**src/rtl/shber_pkg.sv**
```systemverilog
package shber_pkg;

  // Increment v by one when inc is set, but never beyond maxv.
  function automatic int unsigned sat_inc(input int unsigned v, input bit inc,
                                          input int unsigned maxv);
    if (!inc || v >= maxv) return v;
    return v + 1;
  endfunction

  // True when a window total lies strictly above the allowed number.
  function automatic bit above_limit(input int unsigned total,
                                     input int unsigned limit);
    return total > limit;
  endfunction

endpackage

```
**src/rtl/shber_window_timer.sv**
```systemverilog
module shber_window_timer #(
  parameter int unsigned WINDOW_CYCLES = 25000,
  localparam int unsigned TMR_W = (WINDOW_CYCLES > 1) ? $clog2(WINDOW_CYCLES) : 1
) (
  input  logic clk,
  input  logic rst_n,
  input  logic lock_i,
  output logic win_end_o
);
  localparam logic [TMR_W-1:0] LAST = TMR_W'(WINDOW_CYCLES - 1);

  logic [TMR_W-1:0] tmr_q;
  logic             at_last;

  assign at_last   = (tmr_q == LAST);
  assign win_end_o = lock_i && at_last;

  always_ff @(posedge clk) begin
    if (!rst_n || !lock_i) tmr_q <= '0;
    else if (at_last)      tmr_q <= '0;
    else                   tmr_q <= tmr_q + 1'b1;
  end
endmodule

```
**src/rtl/shber_err_counter.sv**
```systemverilog
module shber_err_counter #(
  parameter int unsigned CNT_W = 6
) (
  input  logic             clk,
  input  logic             rst_n,
  input  logic             lock_i,
  input  logic             bad_i,
  input  logic             win_end_i,
  output logic [CNT_W-1:0] cnt_o,
  output logic [CNT_W-1:0] total_o
);
  localparam int unsigned CNT_MAX = (1 << CNT_W) - 1;

  logic [CNT_W-1:0] cnt_q;

  assign total_o = CNT_W'(shber_pkg::sat_inc(32'(cnt_q), bad_i, CNT_MAX));
  assign cnt_o   = cnt_q;

  always_ff @(posedge clk) begin
    if (!rst_n || !lock_i) cnt_q <= '0;
    else if (win_end_i)    cnt_q <= '0;
    else                   cnt_q <= total_o;
  end
endmodule

```
**src/rtl/shber_flag.sv**
```systemverilog
module shber_flag #(
  parameter int unsigned CNT_W     = 6,
  parameter int unsigned HI_THRESH = 16
) (
  input  logic             clk,
  input  logic             rst_n,
  input  logic             lock_i,
  input  logic             win_end_i,
  input  logic [CNT_W-1:0] total_i,
  output logic             hi_ber_o
);
  logic over;

  assign over = shber_pkg::above_limit(32'(total_i), HI_THRESH);

  always_ff @(posedge clk) begin
    if (!rst_n || !lock_i) hi_ber_o <= 1'b0;
    else if (win_end_i)    hi_ber_o <= over;
    else if (over)         hi_ber_o <= 1'b1;
  end
endmodule

```
**src/rtl/shber_monitor.sv**
```systemverilog
module shber_monitor #(
  parameter int unsigned WINDOW_CYCLES = 25000,
  parameter int unsigned HI_THRESH     = 16,
  parameter int unsigned CNT_W         = 6
) (
  input  logic             clk,
  input  logic             rst_n,
  input  logic             lock_i,
  input  logic             blk_vld_i,
  input  logic             hdr_ok_i,
  output logic             hi_ber_o,
  output logic [CNT_W-1:0] err_cnt_o
);
  logic             win_end_w;
  logic             bad_hdr_w;
  logic [CNT_W-1:0] total_w;

  // An illegal header counts only on a valid block while locked.
  assign bad_hdr_w = lock_i && blk_vld_i && !hdr_ok_i;

  shber_window_timer #(.WINDOW_CYCLES(WINDOW_CYCLES)) u_tmr (
    .clk(clk), .rst_n(rst_n), .lock_i(lock_i), .win_end_o(win_end_w)
  );

  shber_err_counter #(.CNT_W(CNT_W)) u_cnt (
    .clk(clk), .rst_n(rst_n), .lock_i(lock_i), .bad_i(bad_hdr_w),
    .win_end_i(win_end_w), .cnt_o(err_cnt_o), .total_o(total_w)
  );

  shber_flag #(.CNT_W(CNT_W), .HI_THRESH(HI_THRESH)) u_flag (
    .clk(clk), .rst_n(rst_n), .lock_i(lock_i), .win_end_i(win_end_w),
    .total_i(total_w), .hi_ber_o(hi_ber_o)
  );
endmodule

```
**config.mk**
```make
export PLATFORM = sky130hd
export DESIGN_NAME = shber_monitor
export DESIGN_NICKNAME = d
export VERILOG_FILES = /design/src/rtl/shber_pkg.sv /design/src/rtl/shber_window_timer.sv /design/src/rtl/shber_err_counter.sv /design/src/rtl/shber_flag.sv /design/src/rtl/shber_monitor.sv
export SDC_FILE = /design/constraint.sdc
export NUM_CORES = 1
export LEC_CHECK = 0
export BUFFER_PORTS_ARGS = -buffer_cell sky130_fd_sc_hd__buf_4
export CAP_MARGIN = 20
export CORE_MARGIN = 5
export CORE_UTILIZATION = 40
export CTS_BUF_LIST = sky130_fd_sc_hd__clkbuf_8
export DETAILED_ROUTE_END_ITERATION = 10
export PLACE_DENSITY_LB_ADDON = 0.25
export SLEW_MARGIN = 25
export SYNTH_ARGS = -nofsm -noshare
export SYNTH_HDL_FRONTEND = slang
export SYNTH_HIERARCHICAL = 1
export SYNTH_SLANG_ARGS = --single-unit
```
**constraint.sdc**
```tcl
create_clock -name clk -period 2.6 [get_ports clk]
set_input_delay 0.52 -clock clk [delete_from_list [all_inputs] [get_ports clk]]
set_output_delay 0.52 -clock clk [all_outputs]
set_load 0.02 [all_outputs]
```
# Word-level counts from Yosys, hierarchy flattened
# Cells that the tools add are included.
# word_totals
input_bits	5
word_cells	25
register_bits	22
out_inout_bits	7
# op_classes
eq_ne	1
n_lt_le_gt_ge	2
n_reduce_logical	12
mux	5
addsub	2
# ops
cell	count
adder 15 x 1 -> 15 bit (second input constant)	1
equality test 15 bit (second input constant)	1
two-way mux 6 bit	2
adder 6 x 1 -> 6 bit (second input constant)	1
>= comparator 6 bit (second input constant)	1
greater-than comparator 6 x 5 -> 1 bit (second input constant)	1
zero test 1 bit	4
OR reduction 2 bit	2
logical AND 1 bit	3
two-way mux 1 bit	3
logical OR 1 bit	2
nonzero test 2 bit	1

# Logic depth before layout (Yosys ltp)
# Gate-level depths: netlist of run 1.
# logic_depth
depth_word	9
ltp_mapped	8
mapped_depth_nobuf	7

# Modules after synthesis
# Netlist of run 1, hierarchy kept.
# by_module_without_submodules
module	n_inst	cells_per_inst	seq_area_each_um2	area_per_inst_um2
shber_window_timer	1	77	300.3	686.9
shber_err_counter	1	38	120.1	355.3
shber_flag	1	4	20.0	47.5
shber_monitor	1	1	0.0	8.8

# Worst setup path after synthesis of run 1
# Ideal clock, no wire load.
# synth_timing
kind	flip-flop to flip-flop
start	register u_cnt.cnt_q[0], in the netlist u_cnt/cnt_o[0]
end	register u_flag.hi_ber_o
arrival_time_ps	2035
slack_ps	443
stages_incl_launch_ff	7
setup_ps	122
required_ps	2478
path_buffers	0
period_less_slack_ps	2157
path_cell_list	dfxtp_1 ha_1 nand2_1 o21a_4 mux2_4 o41a_1 o311a_1
# synth_between
elab_chain_cells	6
word_cells_on_any_way	9
cone_classes	add/sub (1); order compare (2); mux (4); reduce/logical (2)
# synth_rtl
element	line_no	text
start, declared	shber_err_counter.sv:14	logic [CNT_W-1:0] cnt_q;
start signal, assigned	shber_err_counter.sv:22	else cnt_q <= total_o;
>= comparator 6 bit	shber_pkg.sv:6	if (!inc || v >= maxv) return v;
logical OR 1 bit	shber_pkg.sv:6	
two-way mux 6 bit / two-way mux 1 bit (equally long branches)	shber_pkg.sv:6	
two-way mux 6 bit *	shber_pkg.sv:7	return v + 1;
net total_w[1]	shber_monitor.sv:16	logic [CNT_W-1:0] total_w;
greater-than comparator 6 x 5 -> 1 bit *	shber_pkg.sv:13	return total > limit;
two-way mux 1 bit / nonzero test 2 bit (equally long branches)	-	
end signal, assigned	shber_flag.sv:18	else if (win_end_i) hi_ber_o <= over;
end, declared	shber_flag.sv:10	output logic hi_ber_o
# The timed path passes the listed nets; every way through them passes the cells marked *.
# A chain may end at the register's enable or synchronous reset.

# Final worst setup path of run 1
# layout_timing
start	register u_tmr.tmr_q[4]
end	register u_cnt.cnt_q[2], in the netlist u_cnt/cnt_o[2]
# layout_between
elab_chain_cells	3
# layout_rtl
element	line_no	text
start, declared	shber_window_timer.sv:12	logic [TMR_W-1:0] tmr_q;
start signal, assigned	shber_window_timer.sv:21	else tmr_q <= tmr_q + 1'b1;
equality test 15 bit	shber_window_timer.sv:15	assign at_last = (tmr_q == LAST);
logical AND 1 bit	shber_window_timer.sv:16	assign win_end_o = lock_i && at_last;
net win_end_w	shber_monitor.sv:14	logic win_end_w;
OR reduction 2 bit (no line)	-	
# The timed path passes the listed nets, and every way through them passes these cells.

==> results of run 1 <==
-- cell families (layout without fill, tap and decap cells) --
kind of cell | Yosys count | after routing | share of synthesized area (%)
flops | 22 | 22 | 40.1
fa+ha+maj | 2 | 2 | 2.28
compound gates | 12 | 12 | 8.54
mux | 3 | 3 | 3.19
xor+xnor | 13 | 13 | 10.4
simple gates | 63 | 63 | 32.5
buf+inv | 5 | 17 | 3.07
-- power by group through the flow --
| stage | registers [µW] | logic, µW | clock network (µW) |
|---|---|---|---|
| 3_5_place_dp | 348 | 21.9 | 0 |
| 4_1_cts | 340 | 22.0 | 327 |
| 6_report | 340 | 21.7 | 317 |
| 2_1_floorplan | 348 | 14.1 | 0 |
| 3_3_place_gp | 348 | 21.3 | 0 |
| 5_1_grt | 340 | 24.3 | 342 |
-- registers in the layout, summed over array words and instances, names as in the netlist --
signal and flops:
u_tmr/tmr_q 15, u_flag/hi_ber_o 1, u_cnt/cnt_o 6
-- cell usage in the layout (no fill, tap or decap), drive strengths merged, types with 2 or more instances in the layout --
cell type | synthesis | final
clkbuf | 1 | 3
o21a | 2 | 2
ha | 2 | 2
a21oi | 4 | 4
and3 | 2 | 2
or4 | 2 | 2
and3b | 2 | 2
dfxtp | 22 | 22
buf | 2 | 11
and4 | 4 | 4
xnor2 | 5 | 5
nand2 | 8 | 8
nor3 | 2 | 2
nand2b | 2 | 2
mux2i | 2 | 2
and2 | 4 | 4
nor2 | 17 | 17
nand3 | 8 | 8
inv | 2 | 2
xor2 | 8 | 8
nor2b | 2 | 2
nand4 | 6 | 6
-- worst max-delay path, stage by stage, from the launching register on --
cell and delay, ns:
sky130_fd_sc_hd__dfxtp_1 0.38, sky130_fd_sc_hd__or4b_1 0.52, sky130_fd_sc_hd__or4_4 0.54, sky130_fd_sc_hd__nor2_1 0.14, sky130_fd_sc_hd__and3b_1 0.28, sky130_fd_sc_hd__and2_1 0.19
-- Yosys cell counts --
cell type,instances
sky130_fd_sc_hd__dfxtp_1,22
sky130_fd_sc_hd__nor2_1,17
sky130_fd_sc_hd__nand2_1,8
sky130_fd_sc_hd__xor2_1,8
sky130_fd_sc_hd__nand3_1,6
sky130_fd_sc_hd__nand4_1,6
sky130_fd_sc_hd__xnor2_1,5
sky130_fd_sc_hd__a21oi_1,4
sky130_fd_sc_hd__and4_1,4
sky130_fd_sc_hd__and2_1,3
sky130_fd_sc_hd__and3_1,2
sky130_fd_sc_hd__and3b_1,2
sky130_fd_sc_hd__buf_6,2
sky130_fd_sc_hd__ha_1,2
sky130_fd_sc_hd__inv_1,2
sky130_fd_sc_hd__mux2i_1,2
sky130_fd_sc_hd__nand2b_1,2
sky130_fd_sc_hd__nand3_2,2
sky130_fd_sc_hd__nor2b_1,2
sky130_fd_sc_hd__nor3_1,2
sky130_fd_sc_hd__a31oi_1,1
sky130_fd_sc_hd__a41oi_1,1
sky130_fd_sc_hd__and2_2,1
sky130_fd_sc_hd__clkbuf_1,1
sky130_fd_sc_hd__mux2_4,1
sky130_fd_sc_hd__nor3b_1,1
sky130_fd_sc_hd__nor4_1,1
sky130_fd_sc_hd__o211a_1,1
sky130_fd_sc_hd__o21a_1,1
sky130_fd_sc_hd__o21a_4,1
sky130_fd_sc_hd__o21ai_0,1
sky130_fd_sc_hd__o311a_1,1
sky130_fd_sc_hd__o41a_1,1
sky130_fd_sc_hd__or3_1,1
sky130_fd_sc_hd__or4_1,1
sky130_fd_sc_hd__or4_4,1
sky130_fd_sc_hd__or4b_1,1
-- area by class of cell --
| class | instances | area (µm²) |
|---|---|---|
| fill | 268 | 1420 |
| multi-input combinational | 93 | 624 |
| sequential | 22 | 440 |
| timing repair buffer | 11 | 82.6 |
| clock buffer | 3 | 41.3 |
| tap | 31 | 38.8 |
| clock inverter | 1 | 30.0 |
| inverter | 2 | 7.51 |
-- path summary, 6_finish.rpt --
kind	to	cells past startpoint	slack, ns
max	u_cnt/cnt_o[2]	5	0.45
max reg2reg	u_cnt/cnt_o[2]	5	0.45
min	u_tmr/tmr_q[0]	1	0.46
min reg2reg	u_tmr/tmr_q[0]	1	0.46
-- per-stage QoR --
step,hold WS [ns],power (µW)
after floorplan,0.417,362
after global placement,0.430,369
after detailed placement,0.445,370
after CTS,0.458,689
after global routing,0.486,707
final,0.456,678
-- per-layer routing --
layer / vias up / routed length (µm) / track usage, %
li1: 451 / - / -
met1: 410 / 1060 / 15.2
met2: 25 / 878 / 16.1
met3: 4 / 115 / 3.24
met4: 0 / 41 / 6.37
met5: - / 0 / 0
==> results by stage, run 1 <==
Pwr:
- The cell-internal power is 554 µW.
- The leakage power summed over all cells is 0.000498 µW.
- The logic gate share of total power is 3.2%.
- The worst-case vdd ir drop is 0.277 mV.
- Dividing total power by cell area gives a power density of ~540 nW/µm².
- The clock network is responsible for a little under half of the overall power.
- The switching portion of total power is 18.4%.
- For this design the total switching power over the nets is 125 µW.
- The sequential share of power is 50.1%.

Timing:
- Setup repair after global routing left no endpoint under its margin.
- The minimum clock period is about 2.1 ns.
- Setup violations remaining at the end of the flow were counted as 0.
- Setup slack on the critical path of the routed design comes to approximately 0.45 ns.
- The count of final max-slew check failures is 0.
- The part of the cycle the worst path needs is 82.6%.
- For the final routed database, the setup TNS stands at 0 ns.
- The slew at the pin with the worst max-slew slack is between 0.3 and 0.4 ns.
- The final worst clock skew is 0.00505 ns.
- The maximum operating frequency is approximately 0.47 GHz.
- The worst relative slew slack is about four fifths.
- The number of endpoints with negative hold slack in the final report is 0.

Synth:
- Each instance of the synthesized netlist takes up on average 9.15 µm².
- The cell taking the most area after synthesis is sky130_fd_sc_hd__dfxtp_1.
- The post-synthesis net count is 127.
- The number of register bits inferred by synthesis is 22.
- Synthesis produced 120 cells.
- The area share of the leading cell type in the synthesized netlist is 40.1%.
- Of the synthesized area, sequential elements account for 40.1%.
- In the post-synthesis netlist, the biggest area contributors are sky130_fd_sc_hd__dfxtp_1, sky130_fd_sc_hd__xor2_1, sky130_fd_sc_hd__nor2_1, sky130_fd_sc_hd__xnor2_1, sky130_fd_sc_hd__nand4_1.
- The unique cell type count in the Yosys netlist is 37.
- Summing every instance area after synthesis gives 1100 µm².
- The number of synthesis warnings is 6.

Clock network:
- The post-CTS setup repair buffer count is 0.
- The H-tree depth is 1.
- The root buffer selected by CTS is sky130_fd_sc_hd__clkbuf_8.
- Counting the buffers created by CTS gives 3.
- The clock net in this run drives a total of 22 sinks.
- TritonCTS built the clock tree.
- After clock tree synthesis, the clock-pin slew on the worst setup and hold paths is approximately 0.08 ns.
- The quantity of hold-fixing buffers added after cts is 0.
- The number of gates given a new drive strength after cts is 0.
- In this run the deepest clock path goes through 2 buffers.
- The later pin in the worst-skew pair is clocked with a latency of 0.26 ns.

Global routing:
- The initial antenna violation count is 0.
- The residual overflow from global routing is 0.
- The first-pass GRT wire length is 3620 µm.
- The number of global-route vias before repair is between 700 and 800.
- The pin count of the biggest net entering global routing is 16.
- Global routing used a little under an eighth of the available tracks.

Floorplanning:
- The region available for standard cell placement spans 2690 µm².
- The total number of placement rows is 19.
- The die is 62.4 µm tall.
- During I/O placement, the number of pins put on the boundary was 12.
- Once the floorplan was initialized, standard cells occupied 40.9% of the core.
- In this run the horizontal extent of the chip is 62.4 µm.
- The die covers 3890 µm².

Route:
- Dividing the detail-routed via count by the number of cells gives 5.46.
- The post-detailed-route wirelength per cell is 12.9 µm.
- The final antenna-violating net count is 0.
- The number of iterations in the first detailed-routing pass is 4.
- The vias after detailed routing is between 800 and 900.
- For this run, design rule violations remaining after detail routing come to 0.
- The routed design has 2100 µm of wire.
- The first routing iteration left 60 violations.

Final layout:
- The final design utilization is 47.1%.
- The area growth from synthesis to layout is 15.1%.
- The total number of nets in the final design is between 100 and 150.
- The number of antenna diodes in the final layout is 0.
- Cells with a size suffix above 1 make up between 10% and 20% of the layout.
- The finished cells cover 1260 µm².
- The non-filler instance count after layout is between 150 and 200.

Worst setup path:
- The setup path with the least slack is of type reg2reg.
- The critical path starts at u_tmr/tmr_q[4].
- The arrival time of the worst setup path is between 2 and 2.5 ns.
- The startpoint of the most critical register-to-register path is u_tmr/tmr_q[4].
- Along the worst path, the maximum fanout reaches 8.
- The data required time at the worst endpoint is 2.76 ns.
- The endpoint kind of the worst setup timing path is a flop.
- The nature of the critical path startpoint is a flop.

Placed design:
- The number of I/O port buffers is 11.
- The wire-length estimate of the detail-placed layout is 1510 µm.
- After detailed placement, the design holds a cell count of ~160.
- The worst slack at placement is 0.366 ns.
- The placed instances occupy a cell area of 1190 µm².
- The routability congestion estimate is roughly 0.89.

Flow run:
- The number of maximum-capacitance constraint violations is 0.

Worst hold path:
- The type of the worst min-delay path is reg2reg.
- The source of the worst hold timing path is u_tmr/tmr_q[0].

Outcome:
- The flow ran to the end, and the final reports show no timing, DRC or antenna violations.
No activity file was read; power rests on OpenSTA's default activity.
==> run 2, diff against run 1 <==
==> constraint.sdc (replaced) <==
create_clock -name clk -period 1.85 [get_ports clk]
set_input_delay 0.37 -clock clk [delete_from_list [all_inputs] [get_ports clk]]
set_output_delay 0.37 -clock clk [all_outputs]
set_load 0.02 [all_outputs]
==> results by stage, run 2 (synthesis results as in run 1) <==
Pwr:
- The worst-case vdd ir drop is 0.461 mV.
- Combinational cells account for 4.5% of the total power.
- In this run, flip-flops and latches consume 49.9% of the power.
- In this run switching power makes up 17.9% of total power.
- The net switching component of the power is roughly 170 µW.
- The cell-internal power is a little under 800 µW.
- Power spread over the standard cell area amounts to roughly 630 nW/µm².
- The share of total power in the clock network is 45.6%.
- Summed over all cells, the static leakage comes to 0.000641 µW.
- The power after layout is 955 µW.

Timing:
- On the final layout, the worst hold slack is 0.410 ns.
- After layout, the worst path uses 109% of the clock period.
- Setup repair after global routing could not meet its margin everywhere.
- The number of setup violations in the final report is 22.
- The count of final max-slew check failures is 0.
- The final worst-path setup slack is -0.161 ns.
- The slew at the pin with the worst max-slew slack is 0.303 ns.
- Static timing analysis puts the maximum clock frequency at between 0.4 and 0.5 GHz.
- The final worst clock skew is 0.00356 ns.
- The minimum clock period is about 2.0 ns.
- The setup TNS after final layout is -2.40 ns.
- The number of endpoints with negative hold slack in the final report was 0.
- The worst pin sits at a relative slew slack of about four fifths.

Final layout:
- Cells with a size suffix above 1 make up 36.3% of the layout.
- The count of inserted antenna diode cells is 0.
- The register with the most flip-flops in the layout has 15 of them.
- The library cells used most frequently in the layout, excluding fill and tap cells, are sky130_fd_sc_hd__buf_4, sky130_fd_sc_hd__dfxtp_1, sky130_fd_sc_hd__nor2_1.
- The non-filler instance count after layout is 191.
- The library cell used most frequently in the layout, excluding fill and tap cells, is sky130_fd_sc_hd__buf_4.
- The area growth from synthesis to layout is 37.6%.
- The top register by number of flip-flops is u_tmr/tmr_q.
- At the end of the flow, the number of nets in the layout was around 170.

Clock network:
- The TritonCTS clock tree is built.
- The number of CTS-inserted buffers is 3.
- The clock passes through at most 2 buffers.
- The H-tree depth is 1.
- The clock-pin slew reported for the worst setup and hold paths after clock tree synthesis is about 0.080 ns.
- The root buffer cell chosen for the clock tree is sky130_fd_sc_hd__clkbuf_8.
- At the later pin of the worst-skew pair, clock insertion delay measures 0.26 ns.
- The count of clock tree sinks is 22.
- The quantity of hold-fixing buffers added after cts is 0.

Placed design:
- Input and output buffers added on the ports amount to 11.
- The congestion estimate from routability-driven global placement came to 0.802.
- The post-placement cell count is about 190.
- The wire-length estimate of the detail-placed layout is 1880 µm.

Worst setup path:
- In this run the worst setup path begins at u_tmr/tmr_q[3].
- The critical path goes through or4b_1, or4_4, nor2_4, and3b_2, nand2_1, mux2i_1.
- STA classifies the critical path endpoint as a flop.
- The worst register-to-register path begins at u_tmr/tmr_q[3].
- For the worst setup path, the data required time is 2.00 ns.
- The nature of the critical path startpoint is a flop.
- By startpoint and endpoint, the worst setup path is classified as reg2reg.
- For the worst setup path, the data arrival time is 2.16 ns.
- The cell depth of the worst flop-to-flop path is 6.
- The worst-path maximum fanout is 8.
- For this run, the slowest stage of the critical path takes roughly 0.55 ns.
- Among all stages on the critical path, the largest delay is contributed by sky130_fd_sc_hd__or4_4.

Global routing:
- The global routing's busiest layer is met2.
- The global router's overall resource usage is 12.9%.
- The first-pass GRT wire length is 4170 µm.
- For this run, global-route usage on met2 was measured as 22.0%.
- The residual overflow from global routing is 0.
- The number of global-route vias before repair is ~1,000.
- Entering global routing, the biggest net connects 16 pins.
- The met3 layer usage reported by global route is 2.70%.
- Global routing consumed, on the met1 layer, between 10 and 15% of the routing resources.
- The initial antenna violation count is 0.

Floorplanning:
- The die covers between 3000 and 4000 µm².
- After floorplanning, the core was divided into 19 placement rows.
- Measured along the x axis, the die boundary spans between 60 and 70 µm.
- The core region is 2690 µm².
- The top-level port count is 12.
- The die is 62.4 µm tall.
- Once the floorplan was initialized, standard cells occupied between 40 and 50% of the core.

Outcome:
- The flow ran to the end, but the final reports show violations.
- The checks that failed: setup timing.

Route:
- The via density per instance is about 5.2.
- The detailed-route DRC error count is 0.
- The detail route stage leaves a number of antenna-violating nets equal to 0.
- Summed over all layers, the routed wires come to 2520 µm.
- The post-detailed-route wirelength per cell is 13.2 µm.
- The violation count after the first detailed-route iteration is 50.
- The vias after detailed routing is 991.
- The number of iterations in the first detailed-routing pass is 4.

Worst hold path:
- The source of the worst hold timing path is rst_n.
- The type of the worst min-delay path is in2reg.
- Along the worst hold path, the cell count comes to 2.

Flow run:
- The number of maximum-capacitance constraint violations is 0.
==> run 2: cell types whose count changed in the layout (fill, tap and decap cells not counted), moves of 2 or more <==
cell                      before  now
sky130_fd_sc_hd__ha_1          2    0
sky130_fd_sc_hd__buf_4        11   37
sky130_fd_sc_hd__ha_2          0    2
sky130_fd_sc_hd__dfxtp_1      22   17
sky130_fd_sc_hd__dfxtp_2       0    4
==> run 2: per-stage QoR <==
stage | worst slack (ns) | cell area [µm²] | utilization (%)
2_1_floorplan | -0.168 | 1110 | -
3_3_place_gp | -0.150 | 1400 | 52.2
3_5_place_dp | -0.190 | 1400 | 52.2
4_1_cts | -0.153 | 1470 | 54.9
5_1_grt | -0.221 | 1510 | 56.3
6_report | -0.161 | 1510 | 56.3
==> run 2: repair_timing <==
| item | CTS | global route |
|---|---|---|
| resized for setup | 1 | 5 |
| hold endpoints to repair | 0 | 0 |
| setup buffers | 0 | 1 |
| cloned | 0 | 1 |
| setup endpoints to repair | 22 | 22 |
| pin swaps | 2 | 2 |
==> run 2: critical path: cells and delay by family (launching register included) <==
| family | cells | cell delay [ns] |
|---|---|---|
| flops | 1 | 0.32 |
| mux | 1 | 0.07 |
| simple gates | 5 | 1.51 |
==> run 2: final timing paths <==
kind | endpoint | slack (ns)
max reg2reg | u_cnt/cnt_o[1] | -0.16
min reg2reg | u_tmr/tmr_q[13] | 0.51
max | u_cnt/cnt_o[1] | -0.16
min | u_flag/hi_ber_o | 0.41
==> run 2: power by group through the flow <==
stage | logic [µW] | clock network [µW] | registers (µW)
after floorplan | 20.4 | 0 | 488
after global placement | 37.1 | 0 | 487
after detailed placement | 38.0 | 0 | 487
after CTS | 38.3 | 453 | 476
after global routing | 47.3 | 477 | 477
final | 43.1 | 436 | 476
==> run 2: layer usage <==
layer,vias up,wire length (µm)
li1,510,-
met1,464,1070
met2,15,1340
met3,2,75
met4,0,31
met5,-,0
==> run 2: cell type report <==
class | instances | area (µm²)
timing repair buffer | 38 | 289
clock buffer | 3 | 41.3
inverter | 2 | 7.51
tap | 31 | 38.8
multi-input combinational | 94 | 656
sequential | 22 | 449
fill | 245 | 1170
clock inverter | 1 | 30.0
==> run 3, diff against run 2 <==
--- a/config.mk
+++ b/config.mk
@@ -8,9 +8,10 @@
 export BUFFER_PORTS_ARGS = -buffer_cell sky130_fd_sc_hd__buf_4
 export CAP_MARGIN = 20
 export CORE_MARGIN = 5
-export CORE_UTILIZATION = 40
+export CORE_UTILIZATION = 45
 export CTS_BUF_LIST = sky130_fd_sc_hd__clkbuf_8
 export DETAILED_ROUTE_END_ITERATION = 10
+export MAX_ROUTING_LAYER = met4
 export PLACE_DENSITY_LB_ADDON = 0.25
 export SLEW_MARGIN = 25
 export SYNTH_ARGS = -nofsm -noshare
==> results by stage, run 3 (synthesis results as in run 1) <==
Outcome:
- The run finished, with violations left.
- The checks that failed: setup timing.

Global routing:
- In the global route stage, overall resource usage came out at about 17%.
- The number of global-route vias before repair is 1,063.
- The initial antenna violation count is 0.
- For this run the aggregate overflow at the end of global routing stands at 0.
- The pin count of the biggest net entering global routing is 13.
- The first global-routing pass estimated 4540 µm of wire.

Final layout:
- The top register by number of flip-flops is u_tmr/tmr_q.
- In the layout the commonest cells are sky130_fd_sc_hd__buf_4, sky130_fd_sc_hd__dfxtp_1, sky130_fd_sc_hd__nor2_1.
- At the end of the flow the core is filled with cells to about 64%.
- The count of inserted antenna diode cells is 0.
- The ratio of cells with drive above 1 in the final layout is 41.4%.
- The synthesis-to-layout area growth is 40.0%.
- The library cell used most frequently in the layout, excluding fill and tap cells, is sky130_fd_sc_hd__buf_4.
- The total number of nets in the final design is 170.
- Summing all non-filler instances in the final layout gives an area of 1540 µm².
- The register with the most flip-flops in the layout has 15 of them.

Clock network:
- The number of buffers on the longest clock path is 2.
- Clock-pin slew was measured on the worst setup and hold paths at approximately 0.070 ns.
- Counting the buffers created by CTS gives 3.
- CTS built an H-tree with a depth of 1.
- The quantity of hold-fixing buffers added after cts is 0.
- The TritonCTS clock tree is built.
- Counting every sink on the clock net gives 22.
- The tree is rooted in a sky130_fd_sc_hd__clkbuf_8.
- The clock latency reported for the late side of the worst-skew pair is 0.25 ns.

Worst setup path:
- The worst setup path is captured at a flop.
- The cell depth of the worst flop-to-flop path is 5.
- The startpoint identified for the worst register-to-register timing path is u_tmr/tmr_q[3].
- The slack of the worst reg-to-reg path is -0.17 ns.
- Grouping stages by cell kind, the critical path spends the most delay in simple AND/OR/NAND/NOR gates.
- In this design, the stage delay of the slowest critical-path cell is 0.55 ns.
- Traced cell by cell, the critical path runs through or4b_4, or4_4, nor2_4, and3b_2, nor3b_1.
- The arrival time of the worst setup path is 2.16 ns.
- The sum of buffers and inverters on the critical path is 0.
- The worst-path maximum fanout is 8.
- The cell at the slowest stage of the critical path is sky130_fd_sc_hd__or4_4.
- The critical path depth in cells is 5.
- The data required time at the worst endpoint is 1.99 ns.
- The critical setup path kind is reg2reg.
- The worst setup path is launched from a flop.
- In this run the critical register-to-register path is captured at u_cnt/cnt_o[5].

Placed design:
- The detailed-placement wirelength estimate is 1870 µm.
- The cell area after placement is 1420 µm².
- Routability-driven placement finished with a final weighted congestion of 0.876.
- Buffers placed on the I/O ports in this run total 11.

Route:
- The post-detailed-route wirelength per cell is 13.6 µm.
- The final antenna-violating net count is 0.
- The routed design has between 2000 and 3000 µm of wire.
- The vias after detailed routing is 1,017.
- In the detailed route, the total length drawn on met2 is between 1000 and 1500 µm.
- For this run, design rule violations remaining after detail routing come to 0.
- The highest signal layer in the routed design is met4.
- The detailed router finished its first iteration with 47 violations.
- The first TritonRoute pass finished after 4 iterations.
- Wire segments on met3 add up to 111 µm in the final route.
- After detailed routing, the wire length on met1 is 1160 µm.
- In the routed layout, each cell is associated on average with a via count of 5.30.

Floorplanning:
- The starting utilization of the core area is between 40% and 50%.
- The floorplan step defined a die boundary enclosing 3530 µm².
- From left edge to right edge, the die measures between 50 and 60 µm.
- The core box area is roughly 2400 µm².
- 12 I/O pins were placed.
- The y dimension of the die is 59.4 µm.
- The floorplan has 18 rows.

Pwr:
- The ratio of total power to cell area is 528 nW/µm².
- The leakage power summed over all cells is 0.000643 µW.
- VDD sags by at most 0.415 mV.

Timing:
- The maximum operating frequency is 0.495 GHz.
- The minimum clock period is 2.02 ns.
- The count of final max-slew check failures is 0.
- For the final database, setup skew stands at 0.00318 ns.
- The worst hold margin is roughly 0.43 ns.
- Setup repair after global routing could not meet its margin everywhere.
- The worst relative slew slack is about three quarters.
- The final worst-path setup slack is -0.169 ns.
- The number of endpoints with negative hold slack in the final report was 0.
- Setup violations remaining at the end of the flow were counted as 22.
- The slew at the pin with the worst max-slew slack is 0.356 ns.
- The part of the cycle the worst path needs is 109%.

Flow run:
- Across the run, the number of max-cap violations was 0.

Worst hold path:
- The worst hold path terminates at u_flag/hi_ber_o.
- The source of the worst hold timing path is rst_n.
- The depth of the worst hold-timing path is 2.
- The type of the worst min-delay path is in2reg.
## run 3: how the worst max path moves through the flow
stage,from,endpoint
after floorplan,u_tmr/tmr_q[10],u_cnt/cnt_o[5]
after global placement,u_tmr/tmr_q[10],u_cnt/cnt_o[5]
after detailed placement,u_tmr/tmr_q[10],u_cnt/cnt_o[1]
after CTS,u_tmr/tmr_q[6],u_cnt/cnt_o[5]
after global routing,u_tmr/tmr_q[3],u_cnt/cnt_o[1]
final,u_tmr/tmr_q[3],u_cnt/cnt_o[5]
## run 3: worst register-to-register path, delay by kind of cell (launching register included)
kind	cells	cell delay [ns]
flops	1	0.32
simple gates	5	1.58
## run 3: area by class of cell
class	instances	area (µm²)
clock buffers	3	41.3
multi-input cells	94	694
clock inverters	1	3.75
flip-flops and latches	22	449
well taps	30	37.5
repair buffers	40	304
fillers	202	872
inverters	2	7.51
## run 3: metal layers
layer	up-vias	GRT usage [%]
met2	22	30.0
met5	-	-
met4	0	6.47
met1	477	20.0
met3	2	2.18
li1	516	-
## run 3: stage by stage
step / total power, µW / worst slack [ns] / cells / TNS, ns
after CTS: 821 / -0.160 / 192 / -2.72
after floorplan: 509 / -0.168 / 120 / -1.10
after detailed placement: 527 / -0.226 / 186 / -3.40
final: 811 / -0.169 / 192 / -2.65
after global routing: 855 / -0.234 / 192 / -3.91
after global placement: 526 / -0.147 / 186 / -2.05
## run 3: repair_timing
action | 4_1_cts | 5_1_grt
resized for setup | 5 | 12
cloned | 1 | 0
endpoints found under the setup margin | 22 | 22
pin swaps | 2 | 5
buffers inserted | 1 | 1
## run 3: report_power, final
group	total (µW)	leakage, µW	internal [µW]	switching, µW
combinational	47.2	0.000435	22.6	24.5
clock	288	0.0000269	148	140
sequential	476	0.000180	475	1.78
